**config.mk**
```make
export PLATFORM = sky130hd
export DESIGN_NAME = bpp_port
export DESIGN_NICKNAME = d
export VERILOG_FILES = /design/src/rtl/bpp_pkg.sv /design/src/rtl/bpp_regs.sv /design/src/rtl/bpp_inbuf.sv /design/src/rtl/bpp_outbuf.sv /design/src/rtl/bpp_status.sv /design/src/rtl/bpp_port.sv
export SDC_FILE = /design/constraint.sdc
export NUM_CORES = 1
export LEC_CHECK = 0
export ABC_AREA = 1
export BUFFER_PORTS_ARGS = -buffer_cell sky130_fd_sc_hd__buf_2
export CAP_MARGIN = 15
export CORE_ASPECT_RATIO = 1.4
export CORE_MARGIN = 2
export CORE_UTILIZATION = 61
export DETAILED_ROUTE_END_ITERATION = 8
export GPL_TIMING_DRIVEN = 1
export PLACE_DENSITY = 0.85
export RECOVER_POWER = 25
export SLEW_MARGIN = 0
export SYNTH_ARGS = -nofsm -noshare
export SYNTH_HDL_FRONTEND = slang
export SYNTH_SLANG_ARGS = --single-unit
```
**constraint.sdc**
```tcl
create_clock -name clk -period 2.07 [get_ports clk]
set_input_delay 0.207 -clock clk [delete_from_list [all_inputs] [get_ports clk]]
set_output_delay 0.207 -clock clk [all_outputs]
set_load 0.05 [all_outputs]
```
**src/rtl/bpp_pkg.sv**
```systemverilog
package bpp_pkg;
  localparam int unsigned AW = 5;
  localparam int unsigned NL = 4;
  localparam logic [AW-1:0] OFS_GCR = 5'h00;
  localparam logic [AW-1:0] OFS_DDR = 5'h04;
  localparam logic [AW-1:0] OFS_PCR = 5'h0C;
  localparam logic [AW-1:0] OFS_DAT = 5'h10;
  localparam logic [AW-1:0] OFS_STS = 5'h1A;

  typedef enum logic [1:0] {
    SUB_DBIN  = 2'b00,
    SUB_DBOUT = 2'b01,
    SUB_LIVE0 = 2'b10,
    SUB_LIVE1 = 2'b11
  } sub_e;
endpackage

```
**src/rtl/bpp_regs.sv**
```systemverilog
module bpp_regs #(
  parameter int unsigned DW = 8
) (
  input  logic          clk,
  input  logic          rst,
  input  logic          wr_gcr,
  input  logic          wr_ddr,
  input  logic          wr_pcr,
  input  logic [DW-1:0] wdata,
  output logic [DW-1:0] gcr_q,
  output logic [DW-1:0] ddr_q,
  output logic [DW-1:0] pcr_q
);
  always_ff @(posedge clk) begin
    if (rst) begin
      gcr_q <= '0;
      ddr_q <= '0;
      pcr_q <= '0;
    end else begin
      if (wr_gcr) gcr_q <= wdata;
      if (wr_ddr) ddr_q <= wdata;
      if (wr_pcr) pcr_q <= wdata;
    end
  end
endmodule

```
**src/rtl/bpp_inbuf.sv**
```systemverilog
module bpp_inbuf #(
  parameter int unsigned DW = 8
) (
  input  logic          clk,
  input  logic          rst,
  input  logic          dbl,
  input  logic          in_stb,
  input  logic          pop,
  input  logic [DW-1:0] pin_in,
  output logic [DW-1:0] head,
  output logic          head_v,
  output logic          in_rdy
);
  logic [DW-1:0] tail;
  logic          tail_v;
  logic          push, take;

  assign in_rdy = !(dbl && tail_v);
  assign push   = in_stb && dbl && !tail_v;
  assign take   = pop && dbl && head_v;

  always_ff @(posedge clk) begin
    if (rst) begin
      head   <= '0;
      tail   <= '0;
      head_v <= 1'b0;
      tail_v <= 1'b0;
    end else if (take) begin
      if (tail_v) begin
        head   <= tail;
        tail_v <= 1'b0;
      end else if (push) begin
        head   <= pin_in;
      end else begin
        head_v <= 1'b0;
      end
    end else if (push) begin
      if (!head_v) begin
        head   <= pin_in;
        head_v <= 1'b1;
      end else begin
        tail   <= pin_in;
        tail_v <= 1'b1;
      end
    end
  end
endmodule

```
**src/rtl/bpp_outbuf.sv**
```systemverilog
module bpp_outbuf #(
  parameter int unsigned DW = 8
) (
  input  logic          clk,
  input  logic          rst,
  input  logic          dbl,
  input  logic          wr,
  input  logic [DW-1:0] wdata,
  input  logic          ack,
  output logic [DW-1:0] oreg,
  output logic          ovld,
  output logic          hold_v
);
  logic [DW-1:0] hold, n_oreg, n_hold;
  logic          n_ovld, n_hold_v;

  always_comb begin
    n_oreg   = oreg;
    n_ovld   = ovld;
    n_hold   = hold;
    n_hold_v = hold_v;
    if (ack && ovld) begin
      if (hold_v) begin
        n_oreg   = hold;
        n_hold_v = 1'b0;
      end else begin
        n_ovld = 1'b0;
      end
    end
    if (wr) begin
      if (!dbl || !n_ovld) begin
        n_oreg = wdata;
        n_ovld = 1'b1;
      end else if (!n_hold_v) begin
        n_hold   = wdata;
        n_hold_v = 1'b1;
      end
    end
  end

  always_ff @(posedge clk) begin
    if (rst) begin
      oreg   <= '0;
      ovld   <= 1'b0;
      hold   <= '0;
      hold_v <= 1'b0;
    end else begin
      oreg   <= n_oreg;
      ovld   <= n_ovld;
      hold   <= n_hold;
      hold_v <= n_hold_v;
    end
  end
endmodule

```
**src/rtl/bpp_status.sv**
```systemverilog
module bpp_status #(
  parameter int unsigned NL = 4
) (
  input  logic          clk,
  input  logic          rst,
  input  logic [NL-1:0] lvl,
  input  logic [NL-1:0] sense,
  input  logic [NL/2-1:0] pair_en,
  input  logic          clr,
  input  logic [NL-1:0] clr_mask,
  output logic [NL-1:0] flag
);
  logic [NL-1:0] act, act_d, rise;

  for (genvar g = 0; g < NL; g++) begin : g_line
    assign act[g]  = lvl[g] ~^ sense[g];
    assign rise[g] = act[g] && !act_d[g] && pair_en[g/2];
  end

  always_ff @(posedge clk) begin
    if (rst) begin
      act_d <= '0;
      flag  <= '0;
    end else begin
      act_d <= act;
      for (int i = 0; i < NL; i++) begin
        if (rise[i])                  flag[i] <= 1'b1;
        else if (clr && clr_mask[i])  flag[i] <= 1'b0;
      end
    end
  end
endmodule

```
**src/rtl/bpp_port.sv**
```systemverilog
module bpp_port
  import bpp_pkg::*;
#(
  parameter int unsigned DW = 8
) (
  input  logic          clk,
  input  logic          rst,
  input  logic          cs,
  input  logic          rd_en,
  input  logic          wr_en,
  input  logic [4:0]    reg_sel,
  input  logic [DW-1:0] wdata,
  output logic [DW-1:0] rdata,
  input  logic [DW-1:0] pin_in,
  output logic [DW-1:0] pin_out,
  output logic [DW-1:0] pin_oe,
  input  logic          in_stb,
  output logic          in_rdy,
  output logic          out_vld,
  input  logic          out_ack,
  input  logic [3:0]    hs_lvl,
  output logic          irq
);
  logic [DW-1:0] gcr_q, ddr_q, pcr_q;
  logic [DW-1:0] head, in_src, dat_view, rd_mux;
  logic [NL-1:0] flag, stat_lo;
  logic          wacc, racc, head_v, hold_v;
  logic          dbl_in, dbl_out;
  sub_e          sub;

  assign wacc    = cs && wr_en;
  assign racc    = cs && rd_en;
  assign sub     = sub_e'(pcr_q[7:6]);
  assign dbl_in  = (sub == SUB_DBIN);
  assign dbl_out = (sub == SUB_DBOUT);

  bpp_regs #(.DW(DW)) u_regs (
    .clk   (clk),
    .rst   (rst),
    .wr_gcr(wacc && reg_sel == OFS_GCR),
    .wr_ddr(wacc && reg_sel == OFS_DDR),
    .wr_pcr(wacc && reg_sel == OFS_PCR),
    .wdata (wdata),
    .gcr_q (gcr_q),
    .ddr_q (ddr_q),
    .pcr_q (pcr_q)
  );

  bpp_inbuf #(.DW(DW)) u_inbuf (
    .clk   (clk),
    .rst   (rst),
    .dbl   (dbl_in),
    .in_stb(in_stb),
    .pop   (racc && reg_sel == OFS_DAT),
    .pin_in(pin_in),
    .head  (head),
    .head_v(head_v),
    .in_rdy(in_rdy)
  );

  bpp_outbuf #(.DW(DW)) u_outbuf (
    .clk   (clk),
    .rst   (rst),
    .dbl   (dbl_out),
    .wr    (wacc && reg_sel == OFS_DAT),
    .wdata (wdata),
    .ack   (out_ack),
    .oreg  (pin_out),
    .ovld  (out_vld),
    .hold_v(hold_v)
  );

  bpp_status #(.NL(NL)) u_status (
    .clk     (clk),
    .rst     (rst),
    .lvl     (hs_lvl),
    .sense   (gcr_q[NL-1:0]),
    .pair_en (gcr_q[5:4]),
    .clr     (wacc && reg_sel == OFS_STS),
    .clr_mask(wdata[NL-1:0]),
    .flag    (flag)
  );

  assign pin_oe   = ddr_q;
  assign in_src   = dbl_in ? head : pin_in;
  assign dat_view = (pin_out & ddr_q) | (in_src & ~ddr_q);
  assign stat_lo  = {flag[3:2], dbl_out ? !hold_v : flag[1], dbl_in ? head_v : flag[0]};

  always_comb begin
    unique case (reg_sel)
      OFS_GCR: rd_mux = gcr_q;
      OFS_DDR: rd_mux = ddr_q;
      OFS_PCR: rd_mux = pcr_q;
      OFS_DAT: rd_mux = dat_view;
      OFS_STS: rd_mux = {hs_lvl, stat_lo};
      default: rd_mux = '0;
    endcase
  end

  always_ff @(posedge clk) begin
    if (rst) begin
      rdata <= '0;
      irq   <= 1'b0;
    end else begin
      if (racc) rdata <= rd_mux;
      irq <= (stat_lo[0] && pcr_q[1]) || (stat_lo[1] && pcr_q[2]);
    end
  end
endmodule

```
Word level (Yosys, flattened, before mapping). Cells that the tools add are included.

Flip-flop bits (word level): 77. Bits of input ports: 32. Output and inout port bits: 27. Logic and storage cells: 122.

Equality and inequality tests: 8. Multiplexer cells: 32. Bitwise logic cells: 11. Reductions and logical operators: 53.

Operator list (count): 8-bit 2-to-1 mux (10); 8-bit one-hot mux with 5 select lines (1); 1-bit logical AND (28); 1-bit 2-to-1 mux (21); 8-bit bitwise AND (2); 3-bit AND reduction (4); 2-bit nonzero test (6); 5-bit == test, second input constant (2); 1-bit logical NOT (9); 8-bit inverter (1); 8-bit bitwise OR (1); 2-bit != test, second input constant (3); 5-bit by 3-bit == test with 1-bit output, second input constant (1); 5-bit by 4-bit == test with 1-bit output, second input constant (1); 5-bit logical NOT (1); 1-bit bitwise XNOR (4); 1-bit inverter (3); 2-bit by 1-bit == test with 1-bit output, second input constant (1); 2-bit logical NOT (1); 1-bit logical OR (2); 2-bit AND reduction (1); 2-bit OR reduction (1).

Depth between registers and ports, before layout.
Depth after elaboration: 6. Depth in mapped cells: 10. Depth with buffers taken out: 10.

Hierarchy. From an unflattened synthesis, not the netlist that was laid out.

Cells, all modules: 663. Area, all modules: 4191.5 um^2.

By module, submodules not included: bpp_port (times used 1, cells each 194, area an instance 1076.0 um^2, sequential area each 180.2 um^2); bpp_regs (times used 1, cells each 137, area an instance 974.7 um^2, sequential area each 480.5 um^2); bpp_inbuf (times used 1, cells each 152, area an instance 947.2 um^2, sequential area each 360.3 um^2); bpp_outbuf (times used 1, cells each 125, area an instance 842.1 um^2, sequential area each 360.3 um^2); bpp_status (times used 1, cells each 55, area an instance 351.6 um^2, sequential area each 160.2 um^2).

Least setup slack after synthesis. OpenSTA, ideal clock, no wires.

Path kind: reg-to-reg. Start point: register u_outbuf.ovld. End point: register u_outbuf.hold[5]. Setup time: 0.119 ns. Arrival time: 1.596 ns. Data required time: 1.951 ns. Slack: 0.354 ns. Cell stages (with the launch flop): 7. Buffers on the path: 1. Clock period less this slack: 1.716 ns. Cells stage by stage: dfxtp_1 > o21ai_0 > nor2_1 > nand3_2 > buf_2 > o21ai_1 > a21oi_1.

Word-level cells in the longest chain between the ends: 6. Elaborated cells on any way between the ends: 9. Classes of those cells: mux (3); bitwise (2); reduce/logical (4).

RTL lines: start: declaration (line bpp_outbuf.sv:11) `output logic ovld,`; start signal: assignment (line bpp_outbuf.sv:49) `ovld <= n_ovld;`; 1-bit 2-to-1 mux or 1-bit logical AND (tied branches) (line bpp_outbuf.sv:23, bpp_outbuf.sv:22); 1-bit 2-to-1 mux (line bpp_outbuf.sv:22) `if (ack && ovld) begin`; 1-bit logical NOT (line bpp_outbuf.sv:31) `if (!dbl || !n_ovld) begin`; 1-bit logical OR (line bpp_outbuf.sv:31); 1-bit inverter (no line); 3-bit AND reduction (no line) *; end signal: assignment (line bpp_outbuf.sv:50) `hold <= n_hold;`; end: declaration (line bpp_outbuf.sv:14) `logic [DW-1:0] hold, n_oreg, n_hold;`.

Mark *: on every way between the ends. The rest lies on a longest branch, timed or not. A chain may end at the register's enable or synchronous reset.

Final worst setup path.
Start point: register u_regs.pcr_q[6]. End point: register u_inbuf.head[6].

Word-level cells in the longest chain between the ends: 5. Elaborated cells on any way between the ends: 10. Classes of those cells: eq/ne (1); mux (1); reduce/logical (8).

RTL lines: start: declaration (line bpp_regs.sv:12) `output logic [DW-1:0] pcr_q`; start signal: assignment (line bpp_regs.sv:22) `if (wr_pcr) pcr_q <= wdata;`; 2-bit logical NOT * (line bpp_port.sv:34) `assign dbl_in = (sub == SUB_DBIN);`; 1-bit logical AND, on equally long branches (2 in series) (line bpp_inbuf.sv:20, bpp_inbuf.sv:19); 2-bit != test (no line) or 2-bit nonzero test (tied branches); 3-bit AND reduction (no line); end signal: assignment (line bpp_inbuf.sv:30) `head <= tail;`; end signal: assignment (line bpp_inbuf.sv:33) `head <= pin_in;`; end signal: assignment (line bpp_inbuf.sv:39) `head <= pin_in;`; end: declaration (line bpp_inbuf.sv:10) `output logic [DW-1:0] head,`.

Marks and branches as above.

==> flow_summary.toml <==
[status]
status = "complete, no violations"

[critical_path]
cp.required_ns = 2.36
crit_fanout = 19
crit_arrival_ns = 2.05
r2r_start = "u_regs.pcr_q[6]"
criticalPathCategory = "flip-flop to flip-flop"
cp-startpoint = "u_regs.pcr_q[6]"
end_kind = "flip-flop"
cp-start-kind = "flip-flop"

[yosys]
syn-cell-area_sq_mm = 0.00371
synth-async-reset-ratio_pct = 0
postSynthCellCount = 538
synth_seq_cells = 77
ys.warnings.count = 0
synthTopCellsByArea = "dfxtp_1, o21ai_0, nand2_1"
synth_most_common_cell = "nand2_1"
postSynthAreaPerCell_sq_um = 6.89
synth_top_area_cell = "dfxtp_1"
synth-seq-area-share_pct = 41.6
ys_types = 26
synth_enable_flop_cells = 0
synth_nets = 570
synth_ff_type = "dfxtp_1"
synth_commonest_cells = "nand2_1, o21ai_0, dfxtp_1"
synth_top_area_share_pct = 41.6

[global_routing]
grt_usage_pct = 30.7
grt_pass1_wl_um = 16300
grt_use_met3_pct = 4.92
grtUsageMet1_pct = 37.1
grt_max_degree = 24
grt_busiest_layer = "met2"
grt_pass1_vias = 3401
grt_overflow = 0
antenna_found_initial = 0
met2_usage_pct = 55.5

[sta]
setup_viol = 0
setup_slack_ns = 0.312
fin_tns_setup_ns = 0
worst_clock_skew_ns = 0.0107
hold_viol = 0
drv_slew = 0
rsz0062_at_grt = "false"
max_slew.worst_pin.slew_ns = 0.619
final.period_utilization_pct = 84.9
max_freq_mhz = 569
post-route-min-period_ns = 1.76
slew_headroom_pct = 58.7

[floorplan]
dieArea_sq_mm = 0.00673
initial_utilization_pct = 63.2
die_h_um = 96.2
design.core.area_sq_mm = 0.00586
rows = 33
die_w_um = 69.9
ios = 59

[final_layout]
nFillCells = 517
syn2layout_area_growth_pct = 13.8
fin_nets = 622
n_antenna_cell = 0
drive_gt1_share_pct = 14.3

[hold_path]
hp-start = "hs_lvl[1]"
hp-class = "primary input to flip-flop"

[clocking]
clk_path_buf_depth = 2
post-cts-setup-buffers = 0
htree_num_levels = 3
clkLatencyLatePin_ns = 0.36
clkTransAtPathRegs_ns = 0.09
post_cts_resized = 0
cts_root_buffer = "clkbuf_8"
cts_tree = "built"
cts_hold_buf = 0
numCtsBuffers = 9
cts.sinks = 77

[detailed_routing]
drc = 0
routedWlPerCell_um = 15.2
wl_um = 10100
num_vias = 3701
viasPerCell = 5.57
drt_iter0_drc = 302
ant_nets = 0
firstDrtPassIters = 5

[power]
p_sw_share_pct = 26.8
ir_worst_vdd_v = 0.000900
power_frac_seq_pct = 49.0
internal_power_w = 0.00231
leakage_nw = 1.85
combinationalPowerShare_pct = 9.5
pwr_density_cell_mw_per_mm2 = 748
p_sw_w = 0.000847
p_clk_share_pct = 41.5

[place]
dp_slack_ns = 0.304
portBuffers = 58
place_hpwl_um = 7350
gp_congestion = 0.911

[flow_run]
drv_cap = 0
-- cells by family after synthesis --
kind of cell	count (synthesis)	synth area share, %
simple gates	217	26.8
compound gates	159	21.7
flops	77	41.6
buf+inv	81	8.98
xor+xnor	4	0.945
-- per-stage QoR --
stage / instance area [sq um] / total power (W) / util, % / instances / hold slack [ns]
3_5_place_dp: 4020 / 0.00188 / 68.5 / 649 / 0.437
3_3_place_gp: 4020 / 0.00187 / 68.5 / 649 / 0.431
2_1_floorplan: 3710 / 0.00177 / - / 538 / 0.285
5_1_grt: 4220 / 0.00327 / 72.0 / 665 / 0.145
6_report: 4220 / 0.00316 / 72.0 / 665 / 0.137
4_1_cts: 4240 / 0.00316 / 72.4 / 665 / 0.136
-- metal layers --
layer	routed length (um)	vias to the layer above
met4	221	0
met3	572	23
met5	0	-
li1	-	1868
met1	4120	1675
met2	5210	135
-- registers in the layout (all words and copies together), names as in the netlist, 4 cells and up --
signal	cells
rdata	8
u_inbuf.head	8
u_inbuf.tail	8
u_outbuf.hold	8
u_outbuf.oreg	8
u_regs.ddr_q	8
u_regs.gcr_q	8
u_regs.pcr_q	8
u_status.act_d	4
u_status.flag	4
-- critical path, stage by stage (launching register included) --
cell	delay [ns]
dfxtp_1	0.40
nor2_4	0.34
inv_2	0.06
nor2_1	0.17
nand2_4	0.11
a21oi_2	0.31
o21ai_0	0.15
nor2_2	0.14
-- final timing paths --
check	to	slack [ns]	depth (start not counted)
setup / recovery	u_inbuf.head[6]	0.31	7
hold reg to reg	u_inbuf.tail[6]	0.45	2
hold / removal	u_status.act_d[1]	0.14	3
setup reg to reg	u_inbuf.head[6]	0.31	7
-- cell type report --
class                      count  area (sq um)  area share (%)
clock buffer                   9           124            2.94
clock inverter                 7           104            2.46
inverter                      58           218            5.16
multi-input combinational    380          1830            43.4
sequential                    77          1540            36.5
tap                           70          87.6            2.08
timing repair buffer          64           314            7.44
-- power by group through the flow --
| stage | Combinational [W] | Clock (W) | Sequential [W] |
|---|---|---|---|
| final | 0.000300 | 0.00131 | 0.00155 |
| after CTS | 0.000300 | 0.00132 | 0.00155 |
| after global placement | 0.000291 | 0 | 0.00158 |
| after floorplan | 0.000189 | 0 | 0.00158 |
| after detailed placement | 0.000297 | 0 | 0.00158 |
| after global routing | 0.000335 | 0.00139 | 0.00155 |
-- placed cells by master, fill, tap and decap left out, drive strengths merged --
| cell | instances |
|---|---|
| dfxtp | 77 |
| clkinvlp | 2 |
| buf | 49 |
| nor2 | 75 |
| clkinv | 1 |
| bufinv | 2 |
| clkbuf | 24 |
| o21ai | 100 |
| nand2 | 109 |
| inv | 60 |
| a211oi | 1 |
| nand3 | 7 |
| nand4 | 26 |
| xor2 | 4 |
| a21oi | 58 |
Power figures use the tool's default switching activity.
